===== config.mk =====
export PLATFORM = sky130hd
export DESIGN_NAME = rst_cause_stat
export DESIGN_NICKNAME = d
export VERILOG_FILES = /design/src/rtl/rcs_pkg.sv /design/src/rtl/rcs_ctrl.sv /design/src/rtl/rcs_dpath.sv /design/src/rtl/rst_cause_stat.sv
export SDC_FILE = /design/constraint.sdc
export NUM_CORES = 1
export LEC_CHECK = 0
export CORE_AREA = 2 2 39 41
export CTS_BUF_LIST = sky130_fd_sc_hd__clkbuf_4 sky130_fd_sc_hd__clkbuf_8 sky130_fd_sc_hd__clkbuf_16
export DETAILED_ROUTE_END_ITERATION = 7
export DIE_AREA = 0 0 41 43
export PLACE_DENSITY = 0.55
export SYNTH_ARGS = -nofsm -noshare
export SYNTH_HDL_FRONTEND = slang
export SYNTH_SLANG_ARGS = --single-unit

===== constraint.sdc =====
create_clock -name clk -period 0.9 [get_ports clk]
set_input_delay 0.18 -clock clk [delete_from_list [all_inputs] [get_ports clk]]
set_output_delay 0.18 -clock clk [all_outputs]
set_load 0.05 [all_outputs]

===== src/rtl/rcs_pkg.sv =====
package rcs_pkg;
  localparam int BIT_IE   = 0;
  localparam int BIT_WARN = 1;
  localparam int BIT_LV   = 2;
  localparam int BIT_LOCK = 3;
  localparam int BIT_WD   = 4;
  localparam int USED_W   = 5;

  typedef struct packed {
    logic wdSet;
    logic wdClr;
    logic lvSet;
    logic lvClr;
    logic lvKill;
    logic ieWr;
    logic ieVal;
    logic irqSet;
    logic irqClr;
  } rcsStrobes_t;
endpackage


===== src/rtl/rcs_ctrl.sv =====
module rcs_ctrl
  import rcs_pkg::*;
#(
  parameter int DATA_W = 8
) (
  input  logic              clk,
  input  logic              porRstN,
  input  logic              wdtRstPulse,
  input  logic              lvRstPulse,
  input  logic              lvdDisable,
  input  logic              supplyLow,
  input  logic              rdStb,
  input  logic              wrStb,
  input  logic [DATA_W-1:0] wrData,
  input  logic              irqAck,
  input  logic              ieCur,
  output rcsStrobes_t       stb
);
  logic supPrev;
  logic supRise;
  logic unusedWrBits;

  always_ff @(posedge clk or negedge porRstN) begin
    if (!porRstN) supPrev <= 1'b0;
    else          supPrev <= supplyLow;
  end

  assign supRise      = supplyLow & ~supPrev;
  assign unusedWrBits = ^wrData;

  always_comb begin
    stb        = '0;
    stb.wdSet  = wdtRstPulse & ~lvRstPulse;
    stb.wdClr  = lvRstPulse | (wrStb & ~wrData[BIT_WD]);
    stb.lvKill = lvdDisable;
    stb.lvSet  = lvRstPulse & ~lvdDisable;
    stb.lvClr  = rdStb;
    stb.ieWr   = wrStb;
    stb.ieVal  = wrData[BIT_IE];
    stb.irqSet = supRise & ieCur;
    stb.irqClr = irqAck;
  end
endmodule


===== src/rtl/rcs_dpath.sv =====
module rcs_dpath
  import rcs_pkg::*;
#(
  parameter int DATA_W = 8
) (
  input  logic              clk,
  input  logic              porRstN,
  input  rcsStrobes_t       stb,
  input  logic              clkLocked,
  input  logic              supplyLow,
  output logic [DATA_W-1:0] rdData,
  output logic              ieCur,
  output logic              irqReq
);
  localparam int RSV_W = DATA_W - USED_W;

  logic wdFlag, lvFlag, ieBit, irqPend;

  always_ff @(posedge clk or negedge porRstN) begin
    if (!porRstN) begin
      wdFlag  <= 1'b0;
      lvFlag  <= 1'b0;
      ieBit   <= 1'b0;
      irqPend <= 1'b0;
    end else begin
      if (stb.wdSet)      wdFlag <= 1'b1;
      else if (stb.wdClr) wdFlag <= 1'b0;

      if (stb.lvKill)     lvFlag <= 1'b0;
      else if (stb.lvSet) lvFlag <= 1'b1;
      else if (stb.lvClr) lvFlag <= 1'b0;

      if (stb.ieWr)       ieBit <= stb.ieVal;

      if (stb.irqSet)      irqPend <= 1'b1;
      else if (stb.irqClr) irqPend <= 1'b0;
    end
  end

  generate
    if (RSV_W > 0) begin : g_rsv
      assign rdData[DATA_W-1:USED_W] = '0;
    end
  endgenerate

  assign rdData[BIT_WD]   = wdFlag;
  assign rdData[BIT_LOCK] = clkLocked;
  assign rdData[BIT_LV]   = lvFlag & ~stb.lvKill;
  assign rdData[BIT_WARN] = supplyLow;
  assign rdData[BIT_IE]   = ieBit;
  assign ieCur            = ieBit;
  assign irqReq           = irqPend;
endmodule


===== src/rtl/rst_cause_stat.sv =====
module rst_cause_stat
  import rcs_pkg::*;
#(
  parameter int DATA_W = 8
) (
  input  logic              clk,
  input  logic              porRstN,
  input  logic              wdtRstPulse,
  input  logic              lvRstPulse,
  input  logic              supplyLow,
  input  logic              clkLocked,
  input  logic              lvdDisable,
  input  logic              rdStb,
  input  logic              wrStb,
  input  logic [DATA_W-1:0] wrData,
  input  logic              irqAck,
  output logic [DATA_W-1:0] rdData,
  output logic              irqReq
);
  rcsStrobes_t stb;
  logic        ieCur;

  rcs_ctrl #(.DATA_W(DATA_W)) u_ctrl (
    .clk(clk), .porRstN(porRstN), .wdtRstPulse(wdtRstPulse),
    .lvRstPulse(lvRstPulse), .lvdDisable(lvdDisable), .supplyLow(supplyLow),
    .rdStb(rdStb), .wrStb(wrStb), .wrData(wrData), .irqAck(irqAck),
    .ieCur(ieCur), .stb(stb)
  );

  rcs_dpath #(.DATA_W(DATA_W)) u_dpath (
    .clk(clk), .porRstN(porRstN), .stb(stb), .clkLocked(clkLocked),
    .supplyLow(supplyLow), .rdData(rdData), .ieCur(ieCur), .irqReq(irqReq)
  );
endmodule


==> flow_summary.toml, run 1 <==
[synth]
yosys_warnings = 0
synthTopCellsByArea = "dfrtp_1 (49%), buf_4 (21%), nor3b_2 (4.9%)"
synthCells = 24
synth.largest_area_cell = "dfrtp_1"
syn_avg_cell_area_um2 = 10.6
synth-seq-area-share = 0.493
ys_types = 13
yosysTopAreaCellShare = 0.493
syn-cell-area_um2 = 254
ys_ff_latch = 5

[clocking]
cts_max_path_buffers = 2
hold_buffers = 0
cts_root_buffer = "clkbuf_4"
cts_made_buffers = 3
clock-sinks = 5
clk_pin_slew_worst_paths_ps = 40
tritoncts = "built"
htree_levels = 1
clk_latency_ps = 240

[grt]
antenna_found_initial = 0
grt_usage = 0.0636
grt_pass1_wl_um = 641
grt_overflow_total = 0
grt_start_max_net_pins = 6
first_global_vias = 168

[power_and_ir_drop]
pwr-share-clk = 0.360
switching_share = 0.283
power.switching_uw = 223
internal-power_uw = 565
pwr-share-comb = 0.313
ir_drop_uv = 819
p_seq_frac = 0.327
p_leak_nw = 0.218
pwr_density_cell_nw_per_um2 = 1640
total_power_uw = 788

[floorplanning]
row_count = 14
core_area_um2 = 1380
pin_count = 27
die_y_um = 43
die_area_um2 = 1760
initial_core_util = 0.184
die_w_um = 41

[finish]
final_area_um2 = 479
seq_area_um2 = 125
nets = 58
instances_no_fill = 55
post_route_cells_drive_above_1_share = 0.359
fillCellCount = 149
multi_input_area_um2 = 87.6
area_growth_syn_to_layout_pct = 88.7
antenna_cells = 0

[sta]
fmax_ghz = 0.942
finalWorstSetupSlack_ps = -162
skew_ps = 0.0347
period_minus_slack_ps = 1060
post-route-period-util = 1.18
hold_violations = 0
setup_viol = 5
drv_slew = 0
grt_setup_unrepaired = "yes"
fin_hold_ws_ps = 164

[route]
drt_iter0_drc = 0
post_drt_wl_per_cell_um = 7.55
drtPass1Iterations = 1
viasPerCell = 3.55
drc = 0
routed_wl_um = 415
vias = 195
ant_nets = 0

[flow_run]
maxCapViolations = 0

[worst_setup_path]
required_ps = 720
crit_chain = "nor2b_4 > buf_12"
crit_type = "reg2out"
cp-start-kind = "register"
critPathMaxFanout = 2
slowest_stage = "dfrtp_1"
end_kind = "output pin"
cpPeakStageDelay_ps = 370
crit_arrival_ps = 880

[placed_design]
place_congestion = 0.604
dp_slack_ps = -203
io_buffers = 15
placed_area_um2 = 437
place_inst = 50

[status]
outcome = "complete, but fails checks"
violations = "setup timing"

[hold_path]
hold_class = "in2async"
final cells by class:
cell class | count | share of cell area
Sequential cell | 5 | 0.261
Timing Repair Buffer | 16 | 0.436
Tap cell | 16 | 0.0418
Multi-Input combinational cell | 12 | 0.183
Clock buffer | 4 | 0.0627
Inverter | 2 | 0.0157
worst paths after layout:
kind                                             from                          to  slack (ps)  depth (start not counted)
max reg2reg                 u_dpath.ieCur$_DFFE_PN0P_   u_dpath.ieCur$_DFFE_PN0P_         -10                          2
max                        u_dpath.lvFlag$_DFFE_PN0P_                   rdData[2]        -160                          2
min reg2reg                  u_ctrl.supPrev$_DFF_PN0_  u_dpath.irqReq$_DFFE_PN0P_         420                          1
max in group asynchronous                     porRstN  u_dpath.wdFlag$_DFFE_PN0P_         540                          1
min                                           porRstN  u_dpath.irqReq$_DFFE_PN0P_         160                          1
min in group clk                            supplyLow    u_ctrl.supPrev$_DFF_PN0_         290                          1
Yosys cell counts:
| library cell | n |
|---|---|
| nor2b_1 | 1 |
| inv_1 | 2 |
| nand2_1 | 1 |
| nor3b_2 | 1 |
| o22ai_1 | 1 |
| conb_1 | 1 |
| mux2_1 | 1 |
| nor3_2 | 1 |
| dfrtp_1 | 5 |
| a21oi_1 | 1 |
| buf_4 | 7 |
| nand2b_1 | 1 |
| nor2_1 | 1 |
cell families (layout without fill, tap and decap cells):
kind of cell / after synthesis / in the layout / share of synthesized area
muxes: 1 / 1 / 0.0443
AOI/OAI and AO/OA: 2 / 2 / 0.0443
DFF: 5 / 5 / 0.493
other: 1 / 3 / 0.0148
and+or+nand+nor: 6 / 6 / 0.167
buffers and inverters: 9 / 22 / 0.236
routing by layer:
metal	track usage	up-vias	share of wire
li1	-	97	-
met1	0.0621	86	0.38
met2	0.0688	12	0.46
met3	0.0995	0	0.16
met4	0.0200	0	0
met5	0	-	0
state kept, by name (all words and copies together), names as in the netlist:
name and cells:
u_ctrl.supPrev 1, u_dpath.lvFlag 1, u_dpath.irqReq 1, u_dpath.wdFlag 1, u_dpath.ieCur 1
cell usage in the layout (no fill, tap or decap):
cell / n
nor2_1: 1
nand2_1: 1
mux2_4: 1
nor3_2: 1
o22ai_1: 1
a21oi_1: 1
inv_1: 2
clkdlybuf4s50_1: 8
buf_12: 5
conb_1: 3
nand2b_1: 1
dfrtp_1: 5
nor3b_2: 1
nor2b_4: 1
clkbuf_4: 4
dlygate4sd2_1: 2
buf_6: 1
worst max-delay path, delay by kind of cell, from the launching register on:
family / cells / cell delay (ps)
simple gates: 1 / 130
buf+inv: 1 / 140
flops: 1 / 370
through the flow:
step	TNS (ps)	util
after floorplan	0	-
after global placement	-851	0.316
after detailed placement	-874	0.316
after CTS	-476	0.341
after global routing	-577	0.346
final	-405	0.346
power groups by stage:
stage | Combinational (mW) | Clock, mW | Sequential (mW)
finish | 0.246 | 0.284 | 0.258
global route | 0.258 | 0.330 | 0.259
CTS | 0.241 | 0.299 | 0.257
detailed placement | 0.236 | 0 | 0.262
global placement | 0.236 | 0 | 0.262
floorplan | 0.133 | 0 | 0.269
repair_timing:
action | CTS | global route
gates resized for setup | 2 | 2
setup endpoints to repair | 5 | 5
buffers inserted | 1 | 0
Note: power is estimated with default switching activity, not from simulation.
==> inputs of run 2 (changes only) <==
--- a/config.mk
+++ b/config.mk
@@ -5,11 +5,13 @@
 export SDC_FILE = /design/constraint.sdc
 export NUM_CORES = 1
 export LEC_CHECK = 0
+export ABC_AREA = 1
 export CORE_AREA = 2 2 39 41
 export CTS_BUF_LIST = sky130_fd_sc_hd__clkbuf_4 sky130_fd_sc_hd__clkbuf_8 sky130_fd_sc_hd__clkbuf_16
 export DETAILED_ROUTE_END_ITERATION = 7
 export DIE_AREA = 0 0 41 43
-export PLACE_DENSITY = 0.55
+export DONT_BUFFER_PORTS = 1
+export PLACE_DENSITY = 0.39
 export SYNTH_ARGS = -nofsm -noshare
 export SYNTH_HDL_FRONTEND = slang
 export SYNTH_SLANG_ARGS = --single-unit
==> run 2 against run 1 <==
Effect of this change: the flow still finishes with violations (setup timing); clock skew is essentially flat; count of clock-buffer cells in the layout is the same; global-route usage grew 0.81 points; sequential cell count is the same; combinational power shrank 28%; synthesized cell count grew 38%; largest cell class is now flip-flops and latches; largest power group unchanged.
==> flow_summary.toml, run 2 <==
[finish]
final_area_um2 = 375
area_growth_syn_to_layout_pct = 40.8
layout_common_cells = "inv_1 (7), nand2_1 (5), dfrtp_1 (5), clkbuf_4 (4)"
final_common_cell = "inv_1"
utilization = 0.271
antenna_cells = 0
fillCellCount = 151
post_route_cells_drive_above_1_share = 0.282
nets = 58

[synth]
synth.most_common_cell = "inv_1"
ys_types = 9
yosysTopAreaCellShare = 0.469
synthTopCellsByArea = "dfrtp_1 (47%), buf_4 (20%), inv_1 (11%)"
syn_avg_cell_area_um2 = 8.08
synth_commonest_cells = "inv_1 (8), buf_4 (7), dfrtp_1 (5), nand2_1 (5), o21ai_0 (3)"
yosys_warnings = 0
synth-edff-count = 0
ys.flop_type = "dfrtp_1"
synth.largest_area_cell = "dfrtp_1"
ys_ff_latch = 5
synthArstFlopShare = 1.00
synth-seq-area-share = 0.469
syn-cell-area_um2 = 267
synthCells = 33

[floorplanning]
pin_count = 27
initial_core_util = 0.193
row_count = 14
die_area_um2 = 1760
die_w_um = 41
core_area_um2 = 1380
die_y_um = 43

[worst_setup_path]
path_delay_family = "flip-flops"
crit_chain = "inv_2 > nor2_4 > buf_12"
required_ps = 720
reg2reg_depth = 3
critPathMaxFanout = 2
slowest_stage = "dfrtp_1"
cp.depth = 3
cp-start-kind = "register"
cp.buffers_inverters = 2
crit_type = "reg2out"
crit_arrival_ps = 860
regToRegSetupSlack_ps = 150
end_kind = "output pin"
cpPeakStageDelay_ps = 330

[sta]
period_minus_slack_ps = 1040
post-route-period-util = 1.15
drv_slew = 0
finalWorstSetupSlack_ps = -135
skew_ps = 0.0752
fmax_ghz = 0.966
setup_viol = 4
setup_tns_ps = -360
hold_violations = 0
grt_setup_unrepaired = "yes"

[clocking]
cts_max_path_buffers = 2
cts_root_buffer = "clkbuf_4"
clk_pin_slew_worst_paths_ps = 50
htree_levels = 1
cts_made_buffers = 3
tritoncts = "built"
clock-sinks = 5
clk_latency_ps = 240

[grt]
first_global_vias = 167
antenna_found_initial = 0
grt_overflow_total = 0
grt_start_max_net_pins = 6
grt_usage = 0.0716
grt_pass1_wl_um = 696

[flow_run]
maxCapViolations = 0

[placed_design]
io_buffers = 0
dpl.hpwl_um = 379
placed_area_um2 = 314
place_congestion = 0.589

[status]
outcome = "complete, but fails checks"
violations = "setup timing"

[route]
drtPass1Iterations = 1
post_drt_wl_per_cell_um = 8.76
drc = 0
viasPerCell = 3.49
ant_nets = 0
vias = 192
routed_wl_um = 482
drt_iter0_drc = 0

[power_and_ir_drop]
pwr_density_cell_nw_per_um2 = 1940
p_leak_nw = 0.193
ir_drop_uv = 625

[hold_path]
hold_class = "in2reg"
worst_hold_path.num_cells = 1
[run 2: cell count changes after synthesis, sizes merged, moves of 2 or more]
cell   previous run  this run
nand2             1         5
o21ai             0         3
nor2              1         3
inv               2         8
[run 2: cell families (layout without fill, tap and decap cells)]
logic type	after synthesis	count (layout)	share of synthesized area
buffers and inverters	15	19	0.310
DFF	5	5	0.469
AOI/OAI and AO/OA	4	4	0.0845
and+or+nand+nor	8	8	0.122
other	1	3	0.0141
[run 2: final cells by class]
type                            instances  area, um^2  share of cell area
Sequential cell                         5         125               0.333
Timing Repair Buffer                    7        98.8               0.263
Multi-Input combinational cell         15        71.3               0.190
Clock buffer                            4        30.0              0.0800
Inverter                                8        30.0              0.0800
Tap cell                               16        20.0              0.0533
[run 2: path summary, 6_finish.rpt]
kind,startpoint,endpoint
setup / recovery,u_dpath.lvFlag$_DFFE_PN0P_,rdData[2]
hold / removal,irqAck,u_dpath.irqReq$_DFFE_PN0P_
setup reg to reg,u_dpath.irqReq$_DFFE_PN0P_,u_dpath.irqReq$_DFFE_PN0P_
hold reg to reg,u_ctrl.supPrev$_DFF_PN0_,u_dpath.irqReq$_DFFE_PN0P_
max in group asynchronous,porRstN,u_dpath.wdFlag$_DFFE_PN0P_
min in group asynchronous,porRstN,u_dpath.irqReq$_DFFE_PN0P_
[run 2: timing repair]
| item | in CTS | in global routing |
|---|---|---|
| endpoints found under the hold margin | 6 | 0 |
| setup endpoints to repair | 4 | 4 |
| hold buffers | 2 | 0 |
| buffers inserted | 0 | 1 |
| resized for setup | 2 | 0 |
[run 2: power breakdown]
part / total (mW) / internal (mW) / switching, mW / leakage, nW
clock network: 0.294 / 0.198 / 0.0963 / 0.0184
registers: 0.256 / 0.243 / 0.0127 / 0.0620
logic: 0.177 / 0.0696 / 0.108 / 0.113
total: 0.727 / 0.511 / 0.217 / 0.193
[run 2: metal layers]
layer	share of wire	GRT usage
met1	0.37	0.0752
met3	0.12	0.0471
met4	0.039	0.120
met5	0	0
met2	0.47	0.0656
[run 2: through the flow]
step	instances	power, mW	setup WS, ps	hold WS [ps]
after floorplan	35	0.404	22.0	-116
after global placement	48	0.417	112	-115
after detailed placement	48	0.418	117	-115
after CTS	54	0.741	-149	31.5
after global routing	55	0.767	-186	26.8
final	55	0.727	-135	42.4
==> inputs of run 3 (changes only) <==
--- a/config.mk
+++ b/config.mk
@@ -5,13 +5,12 @@
 export SDC_FILE = /design/constraint.sdc
 export NUM_CORES = 1
 export LEC_CHECK = 0
-export ABC_AREA = 1
 export CORE_AREA = 2 2 39 41
-export CTS_BUF_LIST = sky130_fd_sc_hd__clkbuf_4 sky130_fd_sc_hd__clkbuf_8 sky130_fd_sc_hd__clkbuf_16
+export CTS_BUF_LIST = sky130_fd_sc_hd__clkbuf_16
 export DETAILED_ROUTE_END_ITERATION = 7
 export DIE_AREA = 0 0 41 43
 export DONT_BUFFER_PORTS = 1
-export PLACE_DENSITY = 0.39
+export PLACE_DENSITY = 0.38
 export SYNTH_ARGS = -nofsm -noshare
 export SYNTH_HDL_FRONTEND = slang
 export SYNTH_SLANG_ARGS = --single-unit
==> run 3 against run 2 <==
Effect of this change: the run still ends with setup timing left; final cell count decreased by 16%; cell area grew 10%; sequential share of layout area down 3.1 points; combinational power is 2% lower; setup slack lost 18 ps; sequential power about the same; utilization up 2.8 points; power grew 57%; critical endpoint unchanged; highest routed layer is now met3.
==> flow_summary.toml, run 3 (synthesized netlist as in run 1, its figures left out) <==
[status]
outcome = "complete, but fails checks"
violations = "setup timing"

[sta]
skew_ps = 0.0558
fmax_ghz = 0.949
finalWorstSetupSlack_ps = -154
grt_setup_unrepaired = "yes"
drv_slew = 0
post-route-period-util = 1.17
hold_violations = 0
setup_viol = 4
period_minus_slack_ps = 1050
fin_hold_ws_ps = 15.4

[power_and_ir_drop]
ir_drop_uv = 1110
total_power_mw = 1.14
pwr_density_cell_nw_per_um2 = 2750
p_leak_nw = 0.191

[floorplanning]
die_y_um = 43
row_count = 14
pin_count = 27
die_w_um = 41
die_area_um2 = 1760
initial_core_util = 0.184
core_area_um2 = 1380

[finish]
nets = 49
area_growth_syn_to_layout_pct = 63.1
final_common_cell = "dfrtp_1"
multi_input_area_um2 = 83.8
fillCellCount = 143
antenna_cells = 0
layout_common_cells = "dfrtp_1 (5), inv_1 (3), conb_1 (3), clkbuf_16 (3), buf_12 (3)"
instances_no_fill = 46
post_route_cells_drive_above_1_share = 0.367
seq_area_um2 = 125
final_area_um2 = 414

[route]
drc = 0
viasPerCell = 3.78
routed_wl_um = 509
drt_iter0_drc = 0
vias = 174
post_drt_wl_per_cell_um = 11.1
ant_nets = 0
drtPass1Iterations = 1

[clocking]
clk_latency_ps = 220
clock-sinks = 5
cts_max_path_buffers = 2
tritoncts = "built"
htree_levels = 1
clk_pin_slew_worst_paths_ps = 30
cts_root_buffer = "clkbuf_16"
cts_made_buffers = 3

[worst_setup_path]
end_kind = "output pin"
cp.buffers_inverters = 1
cpPeakStageDelay_ps = 340
crit_arrival_ps = 870
crit_type = "reg2out"
critPathMaxFanout = 2
cp-start-kind = "register"
required_ps = 720
slowest_stage = "dfrtp_1"
crit_chain = "nor2b_4 > buf_12"
path_delay_family = "flip-flops"

[grt]
grt_start_max_net_pins = 6
grt_overflow_total = 0
first_global_vias = 194
grt_usage = 0.0734
antenna_found_initial = 0
grt_pass1_wl_um = 738

[hold_path]
hold_class = "in2reg"

[placed_design]
dpl.hpwl_um = 416
placed_area_um2 = 304
place_congestion = 0.532
place_inst = 39
io_buffers = 0

[flow_run]
maxCapViolations = 0
## run 3: cell types whose count changed in the layout (fill, tap and decap cells not counted), sizes merged, moves of 2 or more
| cell | change |
|---|---|
| inv | -5 |
| nand2 | -4 |
| nor2 | -2 |
| o21ai | -3 |
## run 3: cell type report
class,instances,share of cell area
clock inverter,1,0.00906
sequential,5,0.302
timing repair buffer,7,0.239
clock buffer,3,0.181
multi-input combinational,12,0.202
inverter,2,0.0181
tap,16,0.0483
## run 3: repair_timing
item	in CTS	in global routing
gates cloned	0	0
hold buffers	2	0
pin swaps	0	0
buffers inserted	0	1
resized for setup	1	0
endpoints found under the hold margin	6	0
endpoints found under the setup margin	4	4
## run 3: per-stage QoR
step	setup WS (ps)	utilization	TNS, ps
finish	-154	0.299	-334
global route	-190	0.299	-429
CTS	-163	0.294	-369
detailed placement	78.7	0.220	0
global placement	92.5	0.220	0
floorplan	5.45	-	0
## run 3: final timing paths
| check | startpoint | to | slack [ps] | cells after the start |
|---|---|---|---|---|
| worst max-delay path | u_dpath.lvFlag$_DFFE_PN0P_ | rdData[2] | -150 | 2 |
| worst min-delay path | lvdDisable | u_dpath.lvFlag$_DFFE_PN0P_ | 20 | 1 |
| worst max register to register | u_dpath.ieCur$_DFFE_PN0P_ | u_dpath.ieCur$_DFFE_PN0P_ | 80 | 1 |
| worst min register to register | u_ctrl.supPrev$_DFF_PN0_ | u_dpath.irqReq$_DFFE_PN0P_ | 430 | 1 |
| max in group asynchronous | porRstN | u_dpath.wdFlag$_DFFE_PN0P_ | 440 | 1 |
| min in group asynchronous | porRstN | u_dpath.irqReq$_DFFE_PN0P_ | 260 | 1 |
## run 3: where the power goes
group	total [mW]	leakage (nW)	internal, mW	switching, mW
Sequential	0.258	0.0619	0.244	0.0144
Combinational	0.173	0.0865	0.0709	0.102
Clock	0.709	0.0423	0.574	0.134
Total	1.14	0.191	0.889	0.251
## run 3: routing by layer
layer | share of wire | wire [um] | global-route usage
met1 | 0.37 | 189 | 0.0615
met2 | 0.43 | 217 | 0.0938
met3 | 0.20 | 102 | 0.110
met4 | 0 | 0 | 0.0200
met5 | 0 | 0 | 0
